`src/rtl/rxq_pkg.sv`:
```
package rxq_pkg;
    // Kind of write applied to the storage in one cycle.
    typedef enum logic [1:0] {
        WR_NONE    = 2'd0,
        WR_APPEND  = 2'd1,
        WR_REPLACE = 2'd2
    } wr_kind_e;
endpackage

```
`src/rtl/rxq_push_ctl.sv`:
```
module rxq_push_ctl
    import rxq_pkg::*;
#(
    parameter int W = 8
) (
    input  logic         clk,
    input  logic         rst_n,
    input  logic         rx_enable,
    input  logic         flush,
    input  logic         wr_valid,
    input  logic [W-1:0] wr_data,
    input  logic         brk_evt,
    input  logic         full,
    input  logic         pop_go,
    output wr_kind_e     wr_kind,
    output logic [W-1:0] wr_byte,
    output logic         can_accept
);
    always_comb begin
        can_accept = rx_enable && !full;
        wr_kind    = WR_NONE;
        wr_byte    = '0;
        if (flush) begin
            wr_kind = WR_NONE;
        end else if (brk_evt) begin
            wr_kind = (full && !pop_go) ? WR_REPLACE : WR_APPEND;
            wr_byte = '0;
        end else if (wr_valid && can_accept) begin
            wr_kind = WR_APPEND;
            wr_byte = wr_data;
        end
    end


    brk_always_stored_chk: assert property (@(posedge clk) disable iff (!rst_n)
        (brk_evt && !flush) |-> (wr_kind != WR_NONE));


    no_push_when_blocked_chk: assert property (@(posedge clk) disable iff (!rst_n)
        (!brk_evt && !can_accept) |-> (wr_kind == WR_NONE));
endmodule

```
`src/rtl/rxq_store.sv`:
```
module rxq_store
    import rxq_pkg::*;
#(
    parameter int DEPTH = 4,
    parameter int W     = 8,
    localparam int PW   = $clog2(DEPTH),
    localparam int CW   = $clog2(DEPTH + 1)
) (
    input  logic          clk,
    input  logic          rst_n,
    input  logic          flush,
    input  logic          rd_req,
    input  wr_kind_e      wr_kind,
    input  logic [W-1:0]  wr_byte,
    output logic [W-1:0]  head,
    output logic [CW-1:0] count,
    output logic          pop_go
);
    typedef struct packed {
        logic [DEPTH-1:0][W-1:0] mem;
        logic [PW-1:0]           wptr;
        logic [PW-1:0]           rptr;
        logic [CW-1:0]           cnt;
    } store_t;

    store_t st_d, st_q;

    function automatic logic [PW-1:0] ptr_next(input logic [PW-1:0] p);
        return (p == PW'(DEPTH - 1)) ? '0 : p + PW'(1);
    endfunction

    function automatic logic [PW-1:0] ptr_prev(input logic [PW-1:0] p);
        return (p == '0) ? PW'(DEPTH - 1) : p - PW'(1);
    endfunction

    always_comb begin
        st_d   = st_q;
        pop_go = rd_req && !flush && (st_q.cnt != '0);
        if (flush) begin
            st_d.cnt  = '0;
            st_d.wptr = '0;
            st_d.rptr = '0;
        end else begin
            if (pop_go) begin
                st_d.rptr = ptr_next(st_q.rptr);
            end
            unique case (wr_kind)
                WR_APPEND: begin
                    st_d.mem[st_q.wptr] = wr_byte;
                    st_d.wptr           = ptr_next(st_q.wptr);
                end
                WR_REPLACE: begin
                    st_d.mem[ptr_prev(st_q.wptr)] = wr_byte;
                end
                default: ;
            endcase
            unique case ({wr_kind == WR_APPEND, pop_go})
                2'b10:   st_d.cnt = st_q.cnt + CW'(1);
                2'b01:   st_d.cnt = st_q.cnt - CW'(1);
                default: st_d.cnt = st_q.cnt;
            endcase
        end
    end

    always_ff @(posedge clk or negedge rst_n) begin
        if (!rst_n) begin
            st_q <= '0;
        end else begin
            st_q <= st_d;
        end
    end

    assign head  = (st_q.cnt != '0) ? st_q.mem[st_q.rptr] : '0;
    assign count = st_q.cnt;


    count_bound_chk: assert property (@(posedge clk) disable iff (!rst_n)
        st_q.cnt <= CW'(DEPTH));


    empty_read_still_chk: assert property (@(posedge clk) disable iff (!rst_n)
        (rd_req && !flush && st_q.cnt == '0 && wr_kind == WR_NONE)
        |=> (st_q.cnt == '0) && $stable(st_q.rptr) && $stable(st_q.mem));


    push_pop_hold_chk: assert property (@(posedge clk) disable iff (!rst_n)
        (pop_go && wr_kind == WR_APPEND) |=> $stable(st_q.cnt));
endmodule

```
`src/rtl/rxq_hold_fifo.sv`:
```
module rxq_hold_fifo
    import rxq_pkg::*;
#(
    parameter int DEPTH = 4,
    parameter int W     = 8
) (
    input  logic         clk,
    input  logic         rst_n,
    input  logic         rx_enable,
    input  logic         flush,
    input  logic         wr_valid,
    input  logic [W-1:0] wr_data,
    input  logic         brk_evt,
    input  logic         brk_clr,
    input  logic         rd_req,
    output logic [W-1:0] rd_data,
    output logic         data_ready,
    output logic         queue_full,
    output logic         brk_flag,
    output logic         can_accept
);
    localparam int CW = $clog2(DEPTH + 1);

    wr_kind_e      wr_kind;
    logic [W-1:0]  wr_byte;
    logic [CW-1:0] count;
    logic          pop_go;
    logic          brk_d, brk_q;

    assign data_ready = (count != '0);
    assign queue_full = (count == CW'(DEPTH));

    rxq_push_ctl #(.W(W)) push_ctl_i (
        .clk        (clk),
        .rst_n      (rst_n),
        .rx_enable  (rx_enable),
        .flush      (flush),
        .wr_valid   (wr_valid),
        .wr_data    (wr_data),
        .brk_evt    (brk_evt),
        .full       (queue_full),
        .pop_go     (pop_go),
        .wr_kind    (wr_kind),
        .wr_byte    (wr_byte),
        .can_accept (can_accept)
    );

    rxq_store #(.DEPTH(DEPTH), .W(W)) store_i (
        .clk     (clk),
        .rst_n   (rst_n),
        .flush   (flush),
        .rd_req  (rd_req),
        .wr_kind (wr_kind),
        .wr_byte (wr_byte),
        .head    (rd_data),
        .count   (count),
        .pop_go  (pop_go)
    );

    always_comb begin
        brk_d = brk_q;
        if (brk_evt) begin
            brk_d = 1'b1;
        end else if (brk_clr) begin
            brk_d = 1'b0;
        end
    end

    always_ff @(posedge clk or negedge rst_n) begin
        if (!rst_n) begin
            brk_q <= 1'b0;
        end else begin
            brk_q <= brk_d;
        end
    end

    assign brk_flag = brk_q;


    full_blocks_rx_chk: assert property (@(posedge clk) disable iff (!rst_n)
        queue_full |-> !can_accept);


    flush_empties_chk: assert property (@(posedge clk) disable iff (!rst_n)
        flush |=> (!data_ready && !queue_full));


    brk_sets_ready_chk: assert property (@(posedge clk) disable iff (!rst_n)
        (brk_evt && !flush) |=> data_ready);


    brk_flag_set_chk: assert property (@(posedge clk) disable iff (!rst_n)
        brk_evt |=> brk_flag);


    brk_flag_sticky_chk: assert property (@(posedge clk) disable iff (!rst_n)
        (brk_flag && !brk_clr) |=> brk_flag);
endmodule

```
`config.mk`:
```
export PLATFORM = sky130hd
export DESIGN_NAME = rxq_hold_fifo
export DESIGN_NICKNAME = d
export VERILOG_FILES = /design/src/rtl/rxq_pkg.sv /design/src/rtl/rxq_push_ctl.sv /design/src/rtl/rxq_store.sv /design/src/rtl/rxq_hold_fifo.sv
export SDC_FILE = /design/constraint.sdc
export NUM_CORES = 1
export LEC_CHECK = 0
export ABC_AREA = 1
export BUFFER_PORTS_ARGS = -buffer_cell sky130_fd_sc_hd__buf_2
export CORE_MARGIN = 2
export CORE_UTILIZATION = 50
export CTS_CLUSTER_SIZE = 10
export DETAILED_ROUTE_END_ITERATION = 16
export GPL_TIMING_DRIVEN = 0
export PLACE_DENSITY = 0.77
export SLEW_MARGIN = 20
export SYNTH_ARGS = -nofsm -noshare
export SYNTH_HDL_FRONTEND = slang
export SYNTH_HIERARCHICAL = 1
export SYNTH_SLANG_ARGS = --single-unit
export TNS_END_PERCENT = 50
```
`constraint.sdc`:
```
create_clock -name clk -period 3.22 [get_ports clk]
set_clock_uncertainty 0.05 [all_clocks]
set_input_delay 0.322 -clock clk [delete_from_list [all_inputs] [get_ports clk]]
set_output_delay 0.322 -clock clk [all_outputs]
set_load 0.1 [all_outputs]
```
# [Yosys cells after proc, flatten, opt, wreduce, memory -nomap -nowiden]
# Index checks and enable logic that the tools add are counted.
[word_totals] out_inout_bits=12 in_bits=16 word_cells=70 ff_bits=40
[classes] order_cmp=5 eq_ne=7 n_reduce_logical=18 bitwise=1 muxes=26 addsub=5
[ops] operator="32-bit bitwise mux" count=2
[ops] operator="32-bit one-hot mux with 2 select lines" count=1
[ops] operator="8-bit two-way mux" count=7
[ops] operator="8-bit demux with 2-bit select" count=2
[ops] operator="8-bit binary-select mux with 2-bit select" count=1
[ops] operator="2-bit two-way mux" count=8
[ops] operator="2-bit by 3-bit less-than comparator with 1-bit output (second input constant)" count=3
[ops] operator="2-bit == test (second input constant)" count=4
[ops] operator="2-bit nonzero test" count=4
[ops] operator="1-bit logical AND" count=7
[ops] operator="7-bit two-way mux" count=1
[ops] operator="3-bit one-hot mux with 2 select lines" count=1
[ops] operator="3-bit nonzero test" count=2
[ops] operator="2-bit by 1-bit adder with 2-bit output (second input constant)" count=2
[ops] operator="2-bit by 1-bit == test with 1-bit output (second input constant)" count=2
[ops] operator="2-bit by 1-bit greater-or-equal comparator with 1-bit output (second input constant)" count=2
[ops] operator="3-bit by 1-bit adder with 3-bit output (second input constant)" count=1
[ops] operator="3-bit == test (second input constant)" count=1
[ops] operator="1-bit zero test" count=3
[ops] operator="1-bit two-way mux" count=3
[ops] operator="3-bit by 1-bit subtractor with 3-bit output (second input constant)" count=1
[ops] operator="2-bit zero test" count=1
[ops] operator="2-bit AND reduction" count=1
[ops] operator="2-bit by 1-bit subtractor with 2-bit output (second input constant)" count=1
[ops] operator="1-bit NOT" count=1

# [Longest topological paths before layout]
# Gate-level depths: netlist of run 1.
[depth] word_depth=12 depth_mapped=20 depth_no_buf=19

# [Modules after synthesis]
# The synthesis of run 1 kept the hierarchy.
[by_module_without_submodules] mod="rxq_store" area_each_um2=2127.0 n_inst=1 cells_each=245 seq_area_each_um2=975.9
[by_module_without_submodules] mod="rxq_push_ctl" area_each_um2=137.6 n_inst=1 cells_each=28 seq_area_each_um2=0.0
[by_module_without_submodules] mod="rxq_hold_fifo" area_each_um2=62.6 n_inst=1 cells_each=9 seq_area_each_um2=25.0

# [Worst setup path before layout of run 1]
# Ideal clock, no wire load.
[synth_timing] path_kind="register -> register" from="register store_i.st_q (netlist bit store_i/count[0])" to="register store_i.st_q (netlist bit store_i/count[2])" n_path_buf=1 setup_ps=116 required_time_ps=3054 period_less_slack_ps=3071 t_arrival_ps=2905 path_slack_ps=149 path_stages_with_launch=19 path_cell_list="dfrtp_1 buf_4 inv_1 nand2_1 nor2_2 nand3b_1 nor2_1 inv_1 ha_1 inv_1 nand3_1 inv_1 fa_1 xnor2_1 nand2_1 inv_1 nor2_1 nand2_1 nand2_1"
[synth_between] word_cells_on_any_way=20 classes_between="2 x add/sub; 4 x eq/ne; 6 x mux; 8 x reduce/logical"
[synth_rtl] element="start, declared" line_no="rxq_store.sv:26" source="store_t st_d, st_q;"
[synth_rtl] element="start signal, assigned" line_no="rxq_store.sv:69" source="st_q <= st_d;"
[synth_rtl] element="3-bit == test (*)" line_no="rxq_hold_fifo.sv:31" source="assign queue_full = (count == CW'(DEPTH));"
[synth_rtl] element="net queue_full" line_no="rxq_hold_fifo.sv:18" source="output logic queue_full,"
[synth_rtl] element="1-bit logical AND (*)" line_no="rxq_push_ctl.sv:26" source="wr_kind = (full && !pop_go) ? WR_REPLACE : WR_APPEND;"
[synth_rtl] element="2-bit two-way mux (*)" line_no="rxq_push_ctl.sv:26"
[synth_rtl] element="2-bit two-way mux (*)" line_no="rxq_push_ctl.sv:25" source="end else if (brk_evt) begin"
[synth_rtl] element="2-bit two-way mux (*)" line_no="rxq_push_ctl.sv:23" source="if (flush) begin"
[synth_rtl] element="net wr_kind[1]" line_no="rxq_hold_fifo.sv:24" source="wr_kind_e wr_kind;"
[synth_rtl] element="2-bit by 1-bit == test with 1-bit output (*)" line_no="rxq_store.sv:57" source="unique case ({wr_kind == WR_APPEND, pop_go})"
[synth_rtl] element="2-bit by 1-bit == test with 1-bit output or 2-bit == test (tied branches)" line_no="rxq_store.sv:57"
[synth_rtl] element="3-bit one-hot mux with 2 select lines" line_no="rxq_store.sv:57"
[synth_rtl] element="7-bit two-way mux" line_no="rxq_store.sv:39" source="if (flush) begin"
# Mark *: on every way through the listed nets, which the timed path passes. The rest lies on a longest branch.
# A chain may end at the register's enable or synchronous reset.

# [Worst setup path after layout of run 1]
[layout_timing] from="register store_i.st_q (netlist bit store_i/count[0])" to="register store_i.st_q (netlist bit store_i/count[2])"
[layout_between] elab_chain_len=11 word_cells_on_any_way=20 classes_between="2 x add/sub; 4 x eq/ne; 6 x mux; 8 x reduce/logical"
[layout_lines] element="3-bit nonzero test (*)" line_no="rxq_store.sv:38" source="pop_go = rd_req && !flush && (st_q.cnt != '0);"
[layout_lines] element="1-bit logical AND (*)" line_no="rxq_store.sv:38"
[layout_lines] element="net pop_go" line_no="rxq_hold_fifo.sv:27" source="logic pop_go;"
[layout_lines] element="1-bit zero test (*)" line_no="rxq_push_ctl.sv:26"
[layout_lines] element="1-bit logical AND (*)" line_no="rxq_push_ctl.sv:26"
[layout_lines] element="2-bit two-way mux (*)" line_no="rxq_push_ctl.sv:26"
[layout_lines] element="2-bit two-way mux (*)" line_no="rxq_push_ctl.sv:25"
[layout_lines] element="2-bit two-way mux (*)" line_no="rxq_push_ctl.sv:23"
[layout_lines] element="net wr_kind[0]" line_no="rxq_hold_fifo.sv:24"
[layout_lines] element="2-bit by 1-bit == test with 1-bit output (*)" line_no="rxq_store.sv:57"
[layout_lines] element="2-bit by 1-bit == test with 1-bit output or 2-bit == test (tied branches)" line_no="rxq_store.sv:57"
[layout_lines] element="3-bit one-hot mux with 2 select lines" line_no="rxq_store.sv:57"
[layout_lines] element="7-bit two-way mux" line_no="rxq_store.sv:39"
# Marked as above.

==> results of run 1 <==
## power breakdown
part | switching, mW | internal, mW | total [mW]
Combinational | 0.901 | 0.256 | 1.16
Sequential | 0.0455 | 0.554 | 0.600
Clock | 0.169 | 0.147 | 0.316
Total | 1.12 | 0.957 | 2.07
## logic make-up after synthesis
kind of cell | count (synthesis) | synth area share [%]
simple gates | 116 | 21.5
compound gates | 70 | 20.5
buf+inv | 45 | 8.92
flops | 40 | 43.0
fa+ha+maj | 10 | 5.70
xor+xnor | 1 | 0.376
## worst max path at each step
stage | start | to | slack, ns
floorplan | store_i/count[0]$_DFFE_PN0P_ | store_i/count[2]$_DFFE_PN0P_ | 0.15
global placement | flush | store_i/count[2]$_DFFE_PN0P_ | 0.55
detailed placement | flush | store_i/count[2]$_DFFE_PN0P_ | 0.48
CTS | store_i/count[0]$_DFFE_PN0P_ | store_i/count[2]$_DFFE_PN0P_ | 0.47
global route | store_i/count[0]$_DFFE_PN0P_ | store_i/count[2]$_DFFE_PN0P_ | 0.11
finish | store_i/count[0]$_DFFE_PN0P_ | store_i/count[2]$_DFFE_PN0P_ | 0.46
## worst reg2reg max path, delay by kind of cell (launching register included)
kind,cells,cell delay (ns)
DFF,1,0.45
and+or+nand+nor,11,1.06
adders and majority gates,2,0.58
xor gates and xnor gates,1,0.22
buffers and inverters,4,0.30
## sequential cells by signal, indices dropped and copies added, names as in the netlist
signal / cells
brk_flag: 1
store_i/count: 3
store_i/st_q: 36
## placed cells by master (no fill, tap or decap), types with 3 or more instances in the layout
| cell | synthesis | final |
|---|---|---|
| o21ai_0 | 11 | 11 |
| nand2_2 | 8 | 8 |
| o21ai_1 | 24 | 24 |
| buf_2 | 3 | 30 |
| buf_6 | 3 | 3 |
| a21oi_1 | 9 | 9 |
| inv_2 | 5 | 5 |
| dfrtp_1 | 40 | 40 |
| inv_1 | 28 | 28 |
| buf_4 | 3 | 3 |
| clkbuf_8 | 0 | 5 |
| nand2_1 | 45 | 45 |
| o21ai_2 | 18 | 18 |
| nand3_1 | 12 | 12 |
| nor2_1 | 46 | 46 |
| ha_1 | 9 | 9 |
## per-stage QoR
stage	setup WS [ns]	hold WS [ns]	total power, mW	std cells
3_3_place_gp	0.548	0.410	1.75	361
6_report	0.456	0.0977	2.07	368
2_1_floorplan	0.149	-0.0236	1.56	282
5_1_grt	0.113	0.164	2.20	368
4_1_cts	0.465	0.126	2.09	368
3_5_place_dp	0.483	0.420	1.77	361
## metal layers
layer / vias to the layer above / share of wire (%)
met5: - / 0
met4: 0 / 1.6
met3: 5 / 3.7
met2: 39 / 47
met1: 863 / 48
li1: 976 / -
## synth_stat cells (2+ instances only)
cell type | number | area [um2]
o21a_2 | 2 | 17.5
inv_1 | 28 | 105
buf_6 | 3 | 33.8
o21ai_4 | 2 | 32.5
buf_4 | 3 | 22.5
nor2_2 | 2 | 12.5
ha_1 | 9 | 113
nand2_2 | 8 | 50.1
nand3_1 | 12 | 60.1
a21oi_1 | 9 | 45.0
o21ai_1 | 24 | 120
o21ai_0 | 11 | 55.1
o21ai_2 | 18 | 158
nand2_1 | 45 | 169
inv_2 | 5 | 18.8
nor2_1 | 46 | 173
buf_2 | 3 | 15.0
dfrtp_1 | 40 | 1000
## layout make-up
type / instances / area (um2)
Tap cell: 52 / 65.1
Inverter: 34 / 128
Buffer: 11 / 80.1
Clock buffer: 5 / 68.8
Fill cell: 426 / 1810
Sequential cell: 40 / 1000
Timing Repair Buffer: 27 / 135
Clock inverter: 2 / 12.5
Multi-Input combinational cell: 197 / 1120
==> flow_metrics.tcl, run 1 <==
set metrics [dict create \
    status "completed" \
    critPathMaxFanout 5 \
    timing.fmax_ghz 0.362 \
    place.gp.congestion 0.791 \
    grt_max_degree 41 \
    power_density_nw_per_um2 794 \
    dr.pass1.iters 4 \
    use_met1_pct 27.3 \
    synth_cells 282 \
    syn_area_um2 2330 \
    critPathCaptureType "flop" \
    post_drt_wl_per_cell_um 12.8 \
    grt_first_pass_wirelength_mm 8.37 \
    fin_setup_tns_ns 0 \
    layout-drive-gt1-share_pct 26.9 \
    rsz0062_at_grt "no" \
    row_count 24 \
    ant_nets 0 \
    synth-seq-cells 40 \
    met2_usage_pct 34.1 \
    dp_hpwl_mm 3.49 \
    min_period_ns 2.76 \
    reg2reg_from "store_i/count[0]$_DFFE_PN0P_" \
    crit_chain "nor2_1 > nand2_1 > nand2_1 > inv_1 > nand3b_1 > nand2_1 > nor2_2 > ha_1 > inv_1 > nand3_1 > inv_1 > fa_1 > xnor2_1 > nand2_1 > inv_1 > nor2_1 > nand2_1 > nand2_1" \
    clkTransAtPathRegs_ns 0.07 \
    critPathMaxStageDelay_ns 0.45 \
    cp_slowest_cell "dfrtp_1" \
    synth_cell_types 30 \
    vias_per_cell 5.12 \
    h-tree-depth 2 \
    ys_async_sr_fraction_pct 100 \
    die-area_um2 5220 \
    cp_top_family "simple AND/OR/NAND/NOR gates" \
    worst_slew_pin_slew_ns 0.890 \
    synth_warnings 6 \
    antenna_found_initial 0 \
    timing.final.crit_share_pct 85.8 \
    rr_endpoint "store_i/count[2]$_DFFE_PN0P_" \
    fin_util_pct 59.1 \
    syn_avg_cell_area_um2 8.25 \
    max-cap-violations 0 \
    cts.sinks 40 \
    syn_to_final_growth_pct 12.1 \
    slew_headroom_pct 40.7 \
    drt_iter0_markers 97 \
    busiest_layer "met2" \
    drc 0 \
    diodes 0 \
    dieWidth_um 72.2 \
    tritoncts "yes" \
    clock_latency_ns 0.29 \
    postCtsHoldBufs 0 \
    hold_viol 0 \
    final_cell_area_um2 2610 \
    grt_pass1_vias 1864 \
    ios 28 \
    track_usage_pct 20.7 \
    holdCritPathClass "primary input to asynchronous set/reset pin" \
    reg2reg_slack_ns 0.46 \
    postCtsSetupBuffers 0 \
    synth-seq-area-share_pct 43.0 \
    path_class "flop to flop" \
    cts_inserted_buffers 5 \
    cpMostUsedCell "nand2_1" \
    use_met3_pct 3.89 \
    start_kind "flop" \
    start_util_pct 52.7 \
    nNetsFinal 342 \
    reg2reg_depth 18 \
    cp.depth 18 \
    crit_required_ns 3.36 \
    path_buf_inv 4 \
    critPathArrivalTime_ns 2.90 \
    cts_buffer_depth 2 \
    setup_viol 0 \
    yosys_most_used_dff "dfrtp_1" \
    core_area_um2 4410 \
    clockRootBuffer "clkbuf_8" \
    wirelength_mm 4.70 \
    cts_resized 0 \
    overflow 0 \
    synthesis.nets 308 \
    synth_edf_count 0 \
    placed_area_um2 2530 \
    ir_worst_vdd_uv 874 \
    power_leakage_nw 1.25 \
    die_h_um 72.2 \
    port_buffers 27 \
    dr_total_vias 1883 \
    drv_slew 0 \
]
Power figures use the tool's default switching activity.
==> run 2: changes to the inputs <==
--- a/config.mk
+++ b/config.mk
@@ -7,12 +7,15 @@
 export LEC_CHECK = 0
 export ABC_AREA = 1
 export BUFFER_PORTS_ARGS = -buffer_cell sky130_fd_sc_hd__buf_2
+export CELL_PAD_IN_SITES_DETAIL_PLACEMENT = 0
+export CELL_PAD_IN_SITES_GLOBAL_PLACEMENT = 1
 export CORE_MARGIN = 2
-export CORE_UTILIZATION = 50
+export CORE_UTILIZATION = 43
 export CTS_CLUSTER_SIZE = 10
 export DETAILED_ROUTE_END_ITERATION = 16
 export GPL_TIMING_DRIVEN = 0
-export PLACE_DENSITY = 0.77
+export PLACE_DENSITY = 0.86
+export REMOVE_ABC_BUFFERS = 1
 export SLEW_MARGIN = 20
 export SYNTH_ARGS = -nofsm -noshare
 export SYNTH_HDL_FRONTEND = slang
==> run 2 against run 1 <==
Die area rose by 15%. First-iteration DRC count is 54% higher. Count of clock-buffer cells in the layout is 1 higher. Critical path type unchanged. Highest routed layer unchanged.
==> flow_metrics.tcl, run 2 (same netlist as run 1, synthesis figures left out) <==
set metrics [dict create \
    timing.final.crit_share_pct 84.8 \
    dieWidth_um 77.6 \
    crit_required_ns 3.36 \
    track_usage_pct 19.2 \
    h-tree-depth 2 \
    max-cap-violations 0 \
    grt_pass1_vias 1788 \
    swShare_pct 52.9 \
    ios 28 \
    drc 0 \
    fin_setup_tns_ns 0 \
    final_common_cell "nor2_1" \
    cts_resized 0 \
    path_class "flop to flop" \
    seqPwrFrac_pct 30.3 \
    timing.fmax_ghz 0.366 \
    layout-drive-gt1-share_pct 24.5 \
    p_comb_share_pct 50.5 \
    power_switching_mw 1.12 \
    regMostFlops "store_i/st_q" \
    row_count 26 \
    holdCritPathClass "primary input to asynchronous set/reset pin" \
    diodes 0 \
    critPathMaxFanout 5 \
    cp_top_family "simple AND/OR/NAND/NOR gates" \
    fillers 503 \
    drt_iter0_markers 149 \
    dp_cells 368 \
    start_kind "flop" \
    start_util_pct 45.0 \
    postCtsHoldBufs 0 \
    clkPwrFrac_pct 19.2 \
    grt_first_pass_wirelength_mm 8.89 \
    core_area_um2 5170 \
    internal-power_mw 1.00 \
    worst_slew_pin_slew_ns 0.898 \
    ant_nets 0 \
    critPathMaxStageDelay_ns 0.45 \
    placed_area_um2 2470 \
    cts_inserted_buffers 5 \
    power_leakage_nw 1.21 \
    drv_slew 0 \
    cts_buffer_depth 2 \
    syn_to_final_growth_pct 10.8 \
    postCtsSetupBuffers 0 \
    port_buffers 27 \
    path_buf_inv 4 \
    place.gp.congestion 0.818 \
    rsz0062_at_grt "no" \
    min_period_ns 2.73 \
    antenna_found_initial 0 \
    critPathCaptureType "flop" \
    crit_chain "nor2_1 > nand2_1 > nand2_1 > inv_1 > nand3b_1 > nand2_1 > nor2_2 > ha_1 > inv_1 > nand3_1 > inv_1 > fa_1 > xnor2_1 > nand2_1 > inv_1 > nor2_1 > nand2_1 > nand2_1" \
    hold_viol 0 \
    cpMostUsedCell "nand2_1" \
    vias_per_cell 4.93 \
    slew_headroom_pct 40.1 \
    die-area_um2 6020 \
    critPathArrivalTime_ns 2.88 \
    clock_latency_ns 0.30 \
    grt_max_degree 41 \
    instances_no_fill 376 \
    power_density_nw_per_um2 825 \
    largest_reg_flops 36 \
    die_h_um 77.6 \
    final_cell_mix "nor2_1, nand2_1, dfrtp_1, inv_1, buf_2" \
    ir_worst_vdd_uv 520 \
    post_drt_wl_per_cell_um 13.5 \
    clkTransAtPathRegs_ns 0.08 \
    dp_hpwl_mm 3.36 \
    setup_viol 0 \
    dr.pass1.iters 5 \
    final_cell_area_um2 2580 \
    cts.sinks 40 \
    overflow 0 \
    clockRootBuffer "clkbuf_8" \
    cp_slowest_cell "dfrtp_1" \
    status "completed" \
    nNetsFinal 331 \
    tritoncts "yes" \
    wirelength_mm 5.08 \
    dr_total_vias 1855 \
]
run 2: cell count changes in the layout (fill, tap and decap cells not counted), sizes merged:
cell | previous run | this run
clkinvlp | 1 | 0
buf | 36 | 27
clkbuf | 7 | 6
bufinv | 0 | 1
run 2: worst register-to-register path, stage by stage, from the launching register on:
cell and delay (ns):
dfrtp_1 0.45, nor2_1 0.07, nand2_1 0.12, nand2_1 0.10
inv_1 0.10, nand3b_1 0.13, nand2_1 0.07, nor2_2 0.13
ha_1 0.21, inv_1 0.07, nand3_1 0.18, inv_1 0.08
fa_1 0.37, xnor2_1 0.22, nand2_1 0.08, inv_1 0.06
nor2_1 0.03, nand2_1 0.05, nand2_1 0.05
run 2: metrics by stage:
step / util, % / hold WS (ns) / power (mW) / worst slack, ns
2_1_floorplan: - / -0.0236 / 1.52 / 0.261
3_3_place_gp: 47.8 / 0.410 / 1.72 / 0.572
3_5_place_dp: 47.8 / 0.415 / 1.74 / 0.508
4_1_cts: 49.8 / 0.131 / 2.15 / 0.496
5_1_grt: 49.8 / 0.154 / 2.27 / 0.167
6_report: 49.8 / 0.102 / 2.13 / 0.489
run 2: layer usage:
metal  routed length, um  global-route usage, %
met1                2380                   25.7
met2                2370                   31.1
met3                 239                   3.49
met4                  87                   6.96
met5                   0                      0
run 2: path summary, 6_finish.rpt:
path,slack [ns],endpoint,cells past startpoint,start
max in group asynchronous,2.46,store_i/st_q[35]$_DFFE_PN0P_,1,rst_n
hold reg to reg,0.43,store_i/st_q[19]$_DFFE_PN0P_,2,store_i/st_q[19]$_DFFE_PN0P_
hold / removal,0.10,store_i/st_q[9]$_DFFE_PN0P_,1,rst_n
setup reg to reg,0.49,store_i/count[2]$_DFFE_PN0P_,18,store_i/count[0]$_DFFE_PN0P_
min in group clk,0.15,brk_flag$_DFFE_PN0P_,2,brk_clr
setup / recovery,0.49,store_i/count[2]$_DFFE_PN0P_,18,store_i/count[0]$_DFFE_PN0P_
run 2: cell type report:
class,count,area [um2],share of cell area (%)
sequential,40,1000,38.8
inverter,34,128,4.95
clock inverter,2,35.0,1.36
tap,70,87.6,3.40
clock buffer,6,72.6,2.82
timing repair buffer,27,135,5.24
multi-input combinational,197,1120,43.4
run 2: power by group through the flow:
stage / Combinational [mW] / Clock [mW] / Sequential, mW
floorplan: 0.886 / 0 / 0.632
finish: 1.07 / 0.407 / 0.645
detailed placement: 1.08 / 0 / 0.657
CTS: 1.08 / 0.418 / 0.647
global route: 1.17 / 0.445 / 0.658
global placement: 1.07 / 0 / 0.655
